==> src/rtl/fifo_pair_pkg.sv <==
package fifo_pair_pkg;

    typedef enum logic [1:0] {
        FS_EMPTY   = 2'd0,
        FS_PARTIAL = 2'd1,
        FS_FULL    = 2'd2
    } fill_state_e;

    typedef enum logic {
        DIR_TO_DP  = 1'b0,
        DIR_TO_BUS = 1'b1
    } lane_dir_e;

endpackage

==> src/rtl/dir_port_mux.sv <==
module dir_port_mux
    import fifo_pair_pkg::*;
#(
    parameter int DW = 8
) (
    input  lane_dir_e         dir,
    input  logic              bus_wr,
    input  logic [DW-1:0]     bus_wdata,
    input  logic              bus_rd,
    input  logic              dp_wr,
    input  logic [DW-1:0]     dp_wdata,
    input  logic              dp_rd,
    input  logic [DW-1:0]     q_rdata,
    output logic              q_wr,
    output logic [DW-1:0]     q_wdata,
    output logic              q_rd,
    output logic [DW-1:0]     bus_rdata,
    output logic [DW-1:0]     dp_rdata
);

    always_comb begin
        unique case (dir)
            DIR_TO_DP: begin
                q_wr      = bus_wr;
                q_wdata   = bus_wdata;
                q_rd      = dp_rd;
                bus_rdata = '0;
                dp_rdata  = q_rdata;
            end
            DIR_TO_BUS: begin
                q_wr      = dp_wr;
                q_wdata   = dp_wdata;
                q_rd      = bus_rd;
                bus_rdata = q_rdata;
                dp_rdata  = '0;
            end
            default: begin
                q_wr      = 1'b0;
                q_wdata   = '0;
                q_rd      = 1'b0;
                bus_rdata = '0;
                dp_rdata  = '0;
            end
        endcase
    end

endmodule

==> src/rtl/fifo_core.sv <==
module fifo_core
    import fifo_pair_pkg::*;
#(
    parameter int DW    = 8,
    parameter int DEPTH = 4
) (
    input  logic                          clk,
    input  logic                          rst_n,
    input  logic                          cfg_dir,
    input  logic                          wr,
    input  logic [DW-1:0]                 wdata,
    input  logic                          rd,
    output lane_dir_e                     dir_q,
    output logic [DW-1:0]                 rdata,
    output logic [$clog2(DEPTH+1)-1:0]    cnt,
    output logic                          is_empty,
    output logic                          is_full,
    output logic                          ovf,
    output logic                          unf
);

    localparam int PW = (DEPTH > 1) ? $clog2(DEPTH) : 1;
    localparam int CW = $clog2(DEPTH + 1);
    localparam logic [PW-1:0] PTR_LAST = PW'(DEPTH - 1);
    localparam logic [CW-1:0] CNT_TOP  = CW'(DEPTH);

    fill_state_e       state_q, state_nxt;
    logic [DW-1:0]     mem [DEPTH];
    logic [PW-1:0]     wptr_q, rptr_q;
    logic [CW-1:0]     cnt_q, cnt_nxt;
    logic [DW-1:0]     rdata_q;
    logic              ovf_q, unf_q;
    logic              flush, wr_go, rd_go;

    assign flush = (cfg_dir != logic'(dir_q));
    assign wr_go = wr && !flush && (state_q != FS_FULL);
    assign rd_go = rd && !flush && (state_q != FS_EMPTY);

    // next-state logic
    always_comb begin
        state_nxt = state_q;
        unique case (state_q)
            FS_EMPTY: begin
                if (wr_go)
                    state_nxt = (DEPTH == 1) ? FS_FULL : FS_PARTIAL;
            end
            FS_PARTIAL: begin
                if (wr_go && !rd_go && cnt_q == CW'(DEPTH - 1))
                    state_nxt = FS_FULL;
                else if (rd_go && !wr_go && cnt_q == CW'(1))
                    state_nxt = FS_EMPTY;
            end
            FS_FULL: begin
                if (rd_go)
                    state_nxt = (DEPTH == 1) ? FS_EMPTY : FS_PARTIAL;
            end
            default: state_nxt = FS_EMPTY;
        endcase
        if (flush)
            state_nxt = FS_EMPTY;
    end

    // state register
    always_ff @(posedge clk) begin
        if (!rst_n) state_q <= FS_EMPTY;
        else        state_q <= state_nxt;
    end

    always_comb begin
        unique case ({wr_go, rd_go})
            2'b10:   cnt_nxt = cnt_q + CW'(1);
            2'b01:   cnt_nxt = cnt_q - CW'(1);
            default: cnt_nxt = cnt_q;
        endcase
        if (flush)
            cnt_nxt = '0;
    end

    always_ff @(posedge clk) begin
        if (wr_go)
            mem[wptr_q] <= wdata;
    end

    always_ff @(posedge clk) begin
        if (!rst_n) begin
            dir_q   <= DIR_TO_DP;
            wptr_q  <= '0;
            rptr_q  <= '0;
            cnt_q   <= '0;
            rdata_q <= '0;
            ovf_q   <= 1'b0;
            unf_q   <= 1'b0;
        end else begin
            cnt_q <= cnt_nxt;
            if (flush) begin
                dir_q   <= lane_dir_e'(cfg_dir);
                wptr_q  <= '0;
                rptr_q  <= '0;
                rdata_q <= '0;
            end else begin
                if (wr_go)
                    wptr_q <= (wptr_q == PTR_LAST) ? '0 : wptr_q + PW'(1);
                if (rd_go) begin
                    rdata_q <= mem[rptr_q];
                    rptr_q  <= (rptr_q == PTR_LAST) ? '0 : rptr_q + PW'(1);
                end
                if (wr && state_q == FS_FULL)
                    ovf_q <= 1'b1;
                if (rd && state_q == FS_EMPTY)
                    unf_q <= 1'b1;
            end
        end
    end

    // output process
    always_comb begin
        is_empty = (state_q == FS_EMPTY);
        is_full  = (state_q == FS_FULL);
        cnt      = cnt_q;
        rdata    = rdata_q;
        ovf      = ovf_q;
        unf      = unf_q;
    end

    p_empty_count_r4: assert property (@(posedge clk) disable iff (!rst_n)
        (state_q == FS_EMPTY) == (cnt_q == '0));

    p_full_count_r4: assert property (@(posedge clk) disable iff (!rst_n)
        (state_q == FS_FULL) == (cnt_q == CNT_TOP));

    p_no_overflow_r5: assert property (@(posedge clk) disable iff (!rst_n)
        (wr && !rd && !flush && state_q == FS_FULL) |=> (cnt_q == CNT_TOP && ovf_q));

    p_ovf_sticky_r5: assert property (@(posedge clk) disable iff (!rst_n)
        ovf_q |=> ovf_q);

    p_unf_hold_r6: assert property (@(posedge clk) disable iff (!rst_n)
        (rd && !flush && state_q == FS_EMPTY) |=> ($stable(rdata_q) && unf_q));

    p_rw_count_r7: assert property (@(posedge clk) disable iff (!rst_n)
        (wr && rd && !flush && state_q == FS_PARTIAL) |=> $stable(cnt_q));

    p_flush_empty_r10: assert property (@(posedge clk) disable iff (!rst_n)
        flush |=> (cnt_q == '0 && state_q == FS_EMPTY && rdata_q == '0));

endmodule

==> src/rtl/fifo_level_status.sv <==
module fifo_level_status #(
    parameter int DEPTH = 4
) (
    input  logic [$clog2(DEPTH+1)-1:0] cnt,
    input  logic                       half,
    output logic                       has_data,
    output logic                       has_room
);

    localparam int CW = $clog2(DEPTH + 1);
    localparam int HALF_RAW = DEPTH / 2;
    localparam logic [CW-1:0] THR_HALF = CW'((HALF_RAW < 1) ? 1 : HALF_RAW);

    logic [CW-1:0] thr;
    logic [CW-1:0] free_slots;

    always_comb begin
        thr        = half ? THR_HALF : CW'(1);
        free_slots = CW'(DEPTH) - cnt;
        has_data   = (cnt >= thr);
        has_room   = (free_slots >= thr);
    end

    always_comb begin
        p_data_needs_entry_r9: assert (!(has_data && cnt == '0));
        p_room_needs_slot_r9:  assert (!(has_room && cnt == CW'(DEPTH)));
    end

endmodule

==> src/rtl/dual_dir_byte_fifo.sv <==
module dual_dir_byte_fifo
    import fifo_pair_pkg::*;
#(
    parameter int NUM_Q = 2,
    parameter int DW    = 8,
    parameter int DEPTH = 4
) (
    input  logic                               clk,
    input  logic                               rst_n,
    input  logic [NUM_Q-1:0]                   cfg_dir,
    input  logic [NUM_Q-1:0]                   cfg_half,
    input  logic [NUM_Q-1:0]                   bus_wr,
    input  logic [NUM_Q*DW-1:0]                bus_wdata,
    input  logic [NUM_Q-1:0]                   bus_rd,
    output logic [NUM_Q*DW-1:0]                bus_rdata,
    input  logic [NUM_Q-1:0]                   dp_wr,
    input  logic [NUM_Q*DW-1:0]                dp_wdata,
    input  logic [NUM_Q-1:0]                   dp_rd,
    output logic [NUM_Q*DW-1:0]                dp_rdata,
    output logic [NUM_Q-1:0]                   q_empty,
    output logic [NUM_Q-1:0]                   q_full,
    output logic [NUM_Q-1:0]                   q_has_data,
    output logic [NUM_Q-1:0]                   q_has_room,
    output logic [NUM_Q*$clog2(DEPTH+1)-1:0]   q_count,
    output logic [NUM_Q-1:0]                   q_overflow,
    output logic [NUM_Q-1:0]                   q_underflow
);

    localparam int CW = $clog2(DEPTH + 1);

    for (genvar g = 0; g < NUM_Q; g++) begin : g_lane
        lane_dir_e      dir_l;
        logic           wr_l, rd_l;
        logic [DW-1:0]  wdata_l, rdata_l;
        logic [CW-1:0]  cnt_l;

        dir_port_mux #(.DW(DW)) u_mux (
            .dir       (dir_l),
            .bus_wr    (bus_wr[g]),
            .bus_wdata (bus_wdata[g*DW +: DW]),
            .bus_rd    (bus_rd[g]),
            .dp_wr     (dp_wr[g]),
            .dp_wdata  (dp_wdata[g*DW +: DW]),
            .dp_rd     (dp_rd[g]),
            .q_rdata   (rdata_l),
            .q_wr      (wr_l),
            .q_wdata   (wdata_l),
            .q_rd      (rd_l),
            .bus_rdata (bus_rdata[g*DW +: DW]),
            .dp_rdata  (dp_rdata[g*DW +: DW])
        );

        fifo_core #(.DW(DW), .DEPTH(DEPTH)) u_core (
            .clk      (clk),
            .rst_n    (rst_n),
            .cfg_dir  (cfg_dir[g]),
            .wr       (wr_l),
            .wdata    (wdata_l),
            .rd       (rd_l),
            .dir_q    (dir_l),
            .rdata    (rdata_l),
            .cnt      (cnt_l),
            .is_empty (q_empty[g]),
            .is_full  (q_full[g]),
            .ovf      (q_overflow[g]),
            .unf      (q_underflow[g])
        );

        fifo_level_status #(.DEPTH(DEPTH)) u_lvl (
            .cnt      (cnt_l),
            .half     (cfg_half[g]),
            .has_data (q_has_data[g]),
            .has_room (q_has_room[g])
        );

        assign q_count[g*CW +: CW] = cnt_l;

        p_idle_side_zero_r12: assert property (@(posedge clk) disable iff (!rst_n)
            (bus_rdata[g*DW +: DW] == '0) || (dp_rdata[g*DW +: DW] == '0));
    end

endmodule

==> config.mk <==
export PLATFORM = sky130hd
export DESIGN_NAME = dual_dir_byte_fifo
export DESIGN_NICKNAME = d
export VERILOG_FILES = /design/src/rtl/fifo_pair_pkg.sv /design/src/rtl/dir_port_mux.sv /design/src/rtl/fifo_core.sv /design/src/rtl/fifo_level_status.sv /design/src/rtl/dual_dir_byte_fifo.sv
export SDC_FILE = /design/constraint.sdc
export NUM_CORES = 1
export LEC_CHECK = 0
export BUFFER_PORTS_ARGS = -buffer_cell sky130_fd_sc_hd__buf_4
export CAP_MARGIN = 20
export CELL_PAD_IN_SITES_DETAIL_PLACEMENT = 2
export CELL_PAD_IN_SITES_GLOBAL_PLACEMENT = 2
export CORE_AREA = 2 2 118 166
export DETAILED_ROUTE_END_ITERATION = 7
export DIE_AREA = 0 0 120 168
export PLACE_DENSITY_LB_ADDON = 0.1
export SLEW_MARGIN = 20
export SYNTH_ARGS = -nofsm -noshare
export SYNTH_HDL_FRONTEND = slang
export SYNTH_SLANG_ARGS = --single-unit
export TNS_END_PERCENT = 50
==> constraint.sdc <==
create_clock -name clk -period 1.99 [get_ports clk]
set_input_delay 0 -clock clk [delete_from_list [all_inputs] [get_ports clk]]
set_output_delay 0 -clock clk [all_outputs]
set_load 0.02 [all_outputs]
==> metrics, run 1 <==
Multi-input gate area=2480 um2; post-route ant nets=0; Crit path arrival time=about 2.1 ns; CTS Sinks=roughly 100; die area=slightly above 20000 um2; Net Switching=1.18 mW; DP Cell Count=roughly 800; Final #Nets=between 600 and 700; logic gate share of total power=0.118; Finished Layout Cells=between 800 and 900; minimum clock period=around 1.9 ns; CTS max path bufs=2; drc violations=0; Net Count, Synth=533; initial antenna violation count=0; average wire per standard cell=around 17 um; P per Cell Area=roughly 680 nW/um2; crit path kind=register to register; I/O pin count=96; WP data required=approximately 2.2 ns; CP Max Fanout=6; global-route wire length before repair=between 20 and 25 mm; part of the power in the clock network=0.388; slowest CP cell=or3b_4; crit-path cells=or3b_4 > a21oi_4 > ha_4 > nand3b_1 > and3_1 > o311a_1; max incr delay on CP=around 0.43 ns; GP Congestion=around 0.7; Synth Cell Area=approximately 5500 um2; Synth Area in XOR/XNOR=0.0155; Via Count=approximately 4000; Initial Utilization=0.292; leakage=around 2.8 nW; WL final=roughly 14 mm; grt ovf=0; RR Startpoint=g_lane[1].u_core.dir_q$_SDFFE_PN0N_; Slew @ Worst Pin=0.618 ns; DRT Pass-1 Iters=4; number of synthesized flops with an enable pin=64; final setup vio count=0; cell area after layout=slightly above 7000 um2; flip-flop and latch area=between 2000 and 3000 um2; total power=4.79 mW; Post-synth ARST share=0; # rows=60; clk slew on worst S/H paths=0.07 ns; initial drt markers=between 90 and 100; Worst VDD drop=approximately 0.34 mV; Die W=~120 um; Inserted Clock Buffers=9; clk_skew=0.00692 ns; Main synth FF type=edfxtp_1; RSZ-0062 raised after global routing=yes; Mapped Cells=~460; slew margin rel.=0.588; Area Overhead vs Synth=28.7%; max_cap viols=0; status=complete, no violations; Hold Startpoint=bus_wdata[0]; Yosys warning count=0; largest net degree at the start of global routing=34; Cell variety after synth=40; register area share after synthesis=0.495; fillcell total=approximately 2000; HPWL after DPL=about 10 mm; TritonCTS clock tree=done; root buf cell=clkbuf_16; vias in the first global route=about 4400; Sw Share=0.246; FF+latch count, synth=between 100 and 150; final max-slew violation count=0; diode count=0; Achievable Freq=roughly 0.53 GHz; Die Y=around 170 um; core area=about 19000 um2; sequential power share=0.494; internal power consumption=roughly 3.6 mW; largest family of logic cells by synthesized area=simple AND/OR/NAND/NOR gates; worst skew pair latency=around 0.35 ns; Worst Hold Class=input pin to register; share of layout cells above drive strength 1=0.325; CTS H-tree depth=3; I/O Buffers=95; crit share post-route=0.951; Syn Area/Cell=around 12 um2; crit path launch=g_lane[1].u_core.dir_q$_SDFFE_PN0N_; simple-gate share of the synthesized area=0.179; Post-CTS Setup Bufs=0; Compound-Gate Fraction of Synth Area=0.0755; final hold vios=0; post-synthesis mux area share=0.113; Startpoint Class=register; vias per cell=~4.8; adder-cell share of the synthesized area=0.0637; Global Route Usage Sum=0.146; CP Capture Type=register; Placed Area=roughly 6500 um2
## per-layer routing
layer	GRT usage	part of all wire	up-vias
met2	0.280	0.56	71
met1	0.160	0.39	1992
met4	0.0445	0.014	0
met5	0	0	-
li1	-	-	1915
met3	0.0261	0.029	14
## worst max-delay path, delay by kind of cell, from the launching register on
family / cells / cell delay (ns)
fa+ha+maj: 1 / 0.18
flops: 1 / 0.40
compound gates: 2 / 0.53
simple gates: 3 / 0.67
## synthesized netlist by cell type, types with 2 or more instances
cell type	number	share of area
buf_4	15	0.020
clkbuf_1	8	0.0055
o311a_1	2	0.0036
and3_1	4	0.0045
mux2_2	16	0.033
nand2b_1	4	0.0045
o2111ai_1	16	0.025
inv_1	18	0.012
mux2i_1	8	0.015
or3b_4	4	0.0082
a211o_1	3	0.0048
edfxtp_1	64	0.35
nor2b_1	20	0.023
xor2_1	5	0.0080
mux4_2	16	0.066
nand4_1	16	0.018
nor2_1	12	0.0082
xnor2_2	2	0.0059
a21oi_1	9	0.0082
a211oi_1	2	0.0027
and3b_1	2	0.0032
dfxtp_1	40	0.15
nand2_1	5	0.0034
a21boi_0	2	0.0027
nor3b_2	2	0.0045
buf_2	14	0.013
and2_1	42	0.048
ha_1	28	0.064
nand3_1	56	0.051
buf_6	3	0.0061
o21ai_0	2	0.0018
nand3b_1	2	0.0027
a21oi_4	4	0.012
o21bai_1	2	0.0027
o21a_1	6	0.0082
## power groups by stage
| stage | clock, mW | sequential (mW) | combinational [mW] |
|---|---|---|---|
| 3_3_place_gp | 0 | 2.41 | 0.523 |
| 2_1_floorplan | 0 | 2.41 | 0.338 |
| 5_1_grt | 2.02 | 2.37 | 0.625 |
| 6_report | 1.86 | 2.36 | 0.566 |
| 4_1_cts | 1.93 | 2.36 | 0.574 |
| 3_5_place_dp | 0 | 2.41 | 0.539 |
## placed cells by master (no fill, tap or decap), types with 5 or more instances in the layout
master and n:
o2111ai_1 16, mux2_2 16, buf_4 120, o21a_1 6, mux4_2 16, nand4_1 16
nor2_1 12, xor2_1 5, a21oi_1 9, dfxtp_1 37, dlygate4sd3_1 21, nor2b_1 20
clkbuf_16 9, edfxtp_1 64, mux2i_1 8, nand3_1 56, and2_1 42, nand2_1 5
inv_1 18, ha_1 27
## flip-flops by register name, summed over array words and instances, names as in the netlist, 4 cells and up
register	cells
g_lane.u_core.mem	64
g_lane.u_core.rdata	16
g_lane.u_core.cnt	6
g_lane.u_core.rptr_q	4
g_lane.u_core.state_q	4
g_lane.u_core.wptr_q	4
## area by class of cell
class                   count  area share
clock buffers              10      0.0323
flip-flops and latches    104       0.385
clock inverters             6      0.0106
inverters                  18     0.00954
multi-input cells         295       0.350
well taps                 248      0.0438
repair buffers            145       0.168
## stage by stage
stage / setup TNS [ns] / util / hold slack (ns) / setup slack (ns)
3_3_place_gp: 0 / 0.347 / 0.295 / 0.116
6_report: 0 / 0.376 / 0.00881 / 0.0969
5_1_grt: -0.0191 / 0.376 / 0.00331 / -0.0191
4_1_cts: 0 / 0.374 / 0.00127 / 0.0186
3_5_place_dp: 0 / 0.347 / 0.302 / 0.0622
2_1_floorplan: 0 / - / 0.242 / 0.134
## what timing repair did
action | in CTS | in global routing
hold buffers | 21 | 0
gates resized for setup | 0 | 7
hold endpoints to repair | 38 | 0
setup endpoints to repair | 0 | 6
## logic make-up (layout without fill, tap and decap cells)
logic type | count (synthesis) | after routing
AOI/OAI and AO/OA | 50 | 50
xor gates and xnor gates | 8 | 8
adders and majority gates | 28 | 28
buffers and inverters | 60 | 179
DFF | 104 | 104
muxes | 40 | 40
and+or+nand+nor | 169 | 169
## path summary, 6_finish.rpt
| path | cells past startpoint | slack, ns | to |
|---|---|---|---|
| min reg2reg | 1 | 0.47 | g_lane[1].u_core.ovf$_SDFFE_PN0P_ |
| max | 6 | 0.1 | g_lane[1].u_core.state_q[0]$_SDFFE_PP0P_ |
| min | 2 | 0.009 | g_lane[0].u_core.mem[2][0]$_DFFE_PP_ |
| max reg2reg | 6 | 0.1 | g_lane[1].u_core.state_q[0]$_SDFFE_PP0P_ |
(Power assumes the default switching activity.)
==> run 2: changes to the inputs <==
Settings changed: CORE_AREA 2 2 118 166 to 2 2 111 156, DIE_AREA 0 0 120 168 to 0 0 113 158.
==> metrics, run 2 (synthesized netlist as in run 1, its figures left out) <==
die area=17900 um2 (was 20200 um2); core area=16500 um2 (was 18800 um2); crit-path cells=inv_1 > ha_1 > ha_1 > a211o_1 > buf_4 (was or3b_4 > a21oi_4 > ha_4 > nand3b_1 > and3_1 > o311a_1); # rows=56 (was 60); clk_skew=0.00685 ns (was 0.00692 ns); Worst Hold Class=input pin to register (unchanged); final hold vios=0 (unchanged); initial drt markers=107 (was 96); vias per cell=5.15 (was 4.83); Crit path arrival time=1.89 ns (was 2.14 ns); failing checks=DRC; post-route ant nets=0 (unchanged); global-route wire length before repair=22.6 mm (was 23.2 mm); Worst VDD drop=0.448 mV (was 0.341 mV); final max-slew violation count=0 (unchanged); I/O Buffers=95 (unchanged); DRT Pass-1 Iters=6 (was 4); leakage=2.74 nW (was 2.77 nW); max incr delay on CP=0.39 ns (was 0.43 ns); cell area after layout=6960 um2 (was 7080 um2); P per Cell Area=684 nW/um2 (was 676 nW/um2); average wire per standard cell=18.0 um (was 17.0 um); diode count=0 (unchanged); leading cell types in the layout, fill and taps excluded=buf_4 (116), edfxtp_1 (64), nand3_1 (56) (was buf_4 (120), edfxtp_1 (64), nand3_1 (56)); largest net degree at the start of global routing=30 (was 34); CTS H-tree depth=3 (unchanged); CP Max Fanout=4 (was 6); crit-path leading delay family=adder cells (was simple AND/OR/NAND/NOR gates); grt ovf=0 (unchanged); Final #Nets=637 (was 647); Initial Utilization=0.333 (was 0.292); initial antenna violation count=0 (unchanged); Global Route Usage Sum=0.162 (was 0.146); share of layout cells above drive strength 1=0.329 (was 0.325); Achievable Freq=0.530 GHz (was 0.528 GHz); Area Overhead vs Synth=26.4% (was 28.7%); crit share post-route=0.947 (was 0.951); Startpoint Class=register (unchanged); CTS max path bufs=2 (unchanged); Die W=113 um (was 120 um); max_cap viols=0 (unchanged); root buf cell=clkbuf_16 (unchanged); Via Count=3970 (was 3992); minimum clock period=1.89 ns (about the same); I/O pin count=96 (unchanged); slowest CP cell=dfxtp_1 (was or3b_4); Post-CTS Setup Bufs=0 (unchanged); HPWL after DPL=10.7 mm (was 10.5 mm); final setup vio count=0 (unchanged); Core Util, Final=0.421 (was 0.376); DP Cell Count=745 (was 789); CTS Sinks=104 (unchanged); Worst Path Buf+Inv=2 (was 0); Slew @ Worst Pin=0.652 ns (was 0.618 ns); crit path kind=register to primary output (was register to register); commonest non-fill, non-tap cell in the layout=buf_4 (unchanged); Largest Register=g_lane.u_core.mem (unchanged); slew margin rel.=0.563 (was 0.588); Final WS setup=0.104 ns (was 0.0969 ns); RSZ-0062 raised after global routing=yes (unchanged); final setup TNS=0 ns (unchanged); GP Congestion=0.713 (was 0.701); CP Capture Type=primary output (was register); worst skew pair latency=0.35 ns (about the same); clk slew on worst S/H paths=0.07 ns (about the same); Placed Area=6550 um2 (was 6540 um2); drc violations=9 (was 0); max reg flops=64 (unchanged); vias in the first global route=4418 (was 4425); Inserted Clock Buffers=9 (unchanged); Die Y=158 um (was 168 um); pre-CTS WS=0.131 ns (was 0.0622 ns); most frequent CP cell=ha_1; WP data required=1.99 ns (was 2.23 ns); Finished Layout Cells=771 (was 826); status=complete, but fails checks (was complete, no violations); hold slack=0.00831 ns (was 0.00881 ns); total power=4.76 mW (was 4.79 mW); WL final=13.8 mm (was 14.0 mm); TritonCTS clock tree=done (unchanged)
## run 2: cell count changes in the layout (fill, tap and decap cells not counted), sizes merged
cell | previous run | this run
clkinvlp | 0 | 2
dlygate4sd3 | 21 | 10
clkinv | 2 | 0
buf | 124 | 125
## run 2: layout make-up
cell class,count,area (um2)
Multi-Input combinational cell,295,2460
Clock buffer,10,229
Sequential cell,104,2730
Timing Repair Buffer,135,1150
Clock inverter,6,73.8
Tap cell,203,254
Fill cell,1705,9580
Inverter,18,67.6
## run 2: worst paths after layout
path                                        start  slack (ns)  depth (start not counted)                                       end
min                                   dp_wdata[7]       0.008                          2      g_lane[0].u_core.mem[3][7]$_DFFE_PP_
max reg2reg   g_lane[0].u_core.dir_q$_SDFFE_PN0P_        0.12                          6  g_lane[0].u_core.state_q[0]$_SDFFE_PP0P_
min reg2reg     g_lane[1].u_core.unf$_SDFFE_PN0P_        0.47                          1         g_lane[1].u_core.unf$_SDFFE_PN0P_
max          g_lane[1].u_core.cnt[1]$_SDFFE_PP0P_        0.10                          5                             q_has_room[1]
## run 2: what timing repair did
item	in CTS	in global routing
hold buffers	10	0
gates resized for setup	0	3
hold endpoints to repair	19	0
setup endpoints to repair	0	3
## run 2: metal layers
layer	up-vias	part of all wire	GRT usage
li1	1890	-	-
met1	2001	0.37	0.167
met2	69	0.59	0.331
met3	10	0.031	0.0287
met4	0	0.012	0.0383
met5	-	0	0
## run 2: power breakdown
group | switching, mW | internal, mW | total [mW] | leakage (nW)
logic | 0.294 | 0.265 | 0.559 | 1.69
registers | 0.0231 | 2.34 | 2.36 | 0.906
clock network | 0.844 | 0.995 | 1.84 | 0.142
total | 1.16 | 3.60 | 4.76 | 2.74
==> run 3: changes to the inputs <==
Settings changed: SETUP_SLACK_MARGIN from default to 0.3.
==> metrics, run 3 (synthesized netlist as in run 1, its figures left out) <==
initial drt markers=158 (was 107); HPWL after DPL=10.6 mm (was 10.7 mm); initial antenna violation count=0 (unchanged); final hold vios=0 (unchanged); capture point of the worst reg-to-reg path=g_lane[1].u_core.mem[0][5]$_DFFE_PP_ (was g_lane[0].u_core.state_q[0]$_SDFFE_PP0P_); P per Cell Area=655 nW/um2 (was 684 nW/um2); Die W=113 um (unchanged); I/O pin count=96 (unchanged); die area=17900 um2 (unchanged); crit path kind=register to register (was register to primary output); internal power consumption=3.55 mW (was 3.60 mW); core area=16500 um2 (unchanged); CP Capture Type=register (was primary output); crit share post-route=0.897 (was 0.947); drc violations=10 (was 9); CTS max path bufs=2 (unchanged); RR Startpoint=g_lane[1].u_core.dir_q$_SDFFE_PN0N_ (was g_lane[0].u_core.dir_q$_SDFFE_PN0P_); Slew @ Worst Pin=0.599 ns (was 0.652 ns); DRT Pass-1 Iters=6 (unchanged); Initial Utilization=0.333 (unchanged); # rows=56 (unchanged); CP Max Fanout=8 (was 4); CTS H-tree depth=3 (unchanged); Sw Share=0.265 (was 0.244); clk slew on worst S/H paths=0.07 ns (about the same); slew margin rel.=0.601 (was 0.563); reg-to-reg slack, setup=0.20 ns (was 0.12 ns); failing checks=DRC (unchanged); global-route wire length before repair=23.9 mm (was 22.6 mm); TritonCTS clock tree=done (unchanged); Crit path arrival time=1.87 ns (was 1.89 ns); worst skew pair latency=0.37 ns (was 0.35 ns); WP data required=2.08 ns (was 1.99 ns); RSZ-0062 raised after global routing=yes (unchanged); GP Congestion=0.750 (was 0.713); sequential power share=0.488 (was 0.496); final max-slew violation count=0 (unchanged); final setup vio count=0 (unchanged); grt ovf=0 (unchanged); max reg flops=64 (unchanged); part of the power in the clock network=0.376 (was 0.386); Via Count=4119 (was 3970); diode count=0 (unchanged); Finished Layout Cells=809 (was 771); share of layout cells above drive strength 1=0.383 (was 0.329); leakage=2.92 nW (was 2.74 nW); clk_skew=0.00778 ns (was 0.00685 ns); average wire per standard cell=18.4 um (was 18.0 um); post-route ant nets=0 (unchanged); Critical Path End=g_lane[1].u_core.mem[0][5]$_DFFE_PP_ (was q_has_room[1]); vias in the first global route=4584 (was 4418); Final #Nets=675 (was 637); WL final=14.9 mm (was 13.8 mm); vias per cell=5.09 (was 5.15); largest net degree at the start of global routing=31 (was 30); Global Route Usage Sum=0.174 (was 0.162); total power=4.83 mW (was 4.76 mW); logic gate share of total power=0.136 (was 0.117); CTS Sinks=104 (unchanged); commonest non-fill, non-tap cell in the layout=buf_4 (unchanged); minimum clock period=1.79 ns (was 1.89 ns); final setup TNS=0 ns (unchanged); Worst VDD drop=0.405 mV (was 0.448 mV); Achievable Freq=0.560 GHz (was 0.530 GHz); Worst Hold Class=input pin to register (unchanged); Largest Register=g_lane.u_core.mem (unchanged); Net Switching=1.28 mW (was 1.16 mW); root buf cell=clkbuf_16 (unchanged); Die Y=158 um (unchanged); crit path launch=g_lane[1].u_core.dir_q$_SDFFE_PN0N_ (was g_lane[1].u_core.cnt[1]$_SDFFE_PP0P_); pre-CTS WS=0.111 ns (was 0.131 ns); I/O Buffers=95 (unchanged); max_cap viols=0 (unchanged); DP Cell Count=738 (was 745); R2R cell count=6 (unchanged); Area Overhead vs Synth=34.1% (was 26.4%); leading cell types in the layout, fill and taps excluded=buf_4 (132), edfxtp_1 (64), nand3_1 (54) (was buf_4 (116), edfxtp_1 (64), nand3_1 (56)); Startpoint Class=register (unchanged); status=complete, but fails checks (unchanged); Final WS setup=0.204 ns (was 0.104 ns); Inserted Clock Buffers=9 (unchanged)
run 3: cell count changes in the layout (fill, tap and decap cells not counted), moves of 3 or more:
cell	change
buf_6	+3
ha_1	-6
buf_4	+16
dfxtp_4	+4
and2_1	-6
buf_12	-6
dlygate4sd3_1	+23
inv_2	+8
and2_4	+6
inv_1	-8
dfxtp_1	-4
ha_4	+6
run 3: metrics by stage:
stage,hold slack (ns),util,instance area (um2)
after floorplan,0.241,-,5540
after global placement,0.295,0.391,6460
after global routing,0.0219,0.446,7380
after detailed placement,0.302,0.391,6460
final,0.0221,0.446,7380
after CTS,0.00347,0.443,7320
run 3: critical path, stage by stage, from the launching register on:
cell,delay [ns]
dfxtp_4,0.37
or3b_4,0.39
a21oi_4,0.20
buf_4,0.15
buf_6,0.10
and2_1,0.17
buf_12,0.14
run 3: layout make-up:
| type | instances | area (um2) |
|---|---|---|
| clock buffer | 9 | 225 |
| clock inverter | 7 | 72.6 |
| fill | 1687 | 9160 |
| inverter | 18 | 67.6 |
| multi-input combinational | 295 | 2580 |
| sequential | 104 | 2740 |
| tap | 203 | 254 |
| timing repair buffer | 173 | 1440 |
run 3: what timing repair did:
item / CTS / global route
gates resized for setup: 29 / 11
hold endpoints to repair: 64 / 0
hold buffers: 33 / 0
pin swaps: 10 / 6
setup buffers: 19 / 3
endpoints found under the setup margin: 77 / 82
run 3: how the worst min path moves through the flow:
stage / start / endpoint / slack, ns / cells past startpoint
floorplan: cfg_dir[1] / g_lane[1].u_core.dir_q$_SDFFE_PN0N_ / 0.24 / 2
global placement: cfg_dir[1] / g_lane[1].u_core.dir_q$_SDFFE_PN0N_ / 0.29 / 2
detailed placement: cfg_dir[1] / g_lane[1].u_core.dir_q$_SDFFE_PN0N_ / 0.30 / 2
CTS: dp_wdata[13] / g_lane[1].u_core.mem[2][5]$_DFFE_PP_ / 0.003 / 2
global route: dp_wdata[13] / g_lane[1].u_core.mem[2][5]$_DFFE_PP_ / 0.02 / 2
finish: dp_wdata[13] / g_lane[1].u_core.mem[2][5]$_DFFE_PP_ / 0.02 / 2
run 3: power by group through the flow:
stage | combinational [mW] | sequential [mW] | clock (mW)
4_1_cts | 0.653 | 2.36 | 1.87
5_1_grt | 0.720 | 2.36 | 1.94
3_5_place_dp | 0.534 | 2.42 | 0
3_3_place_gp | 0.515 | 2.41 | 0
2_1_floorplan | 0.342 | 2.41 | 0
6_report | 0.659 | 2.36 | 1.82
run 3: routing by layer:
layer  vias to the layer above  track usage  share of wire
li1                       1968            -              -
met1                      2058        0.185           0.39
met2                        75        0.337           0.56
met3                        18       0.0222          0.026
met4                         0       0.0801          0.024
met5                         -            0              0
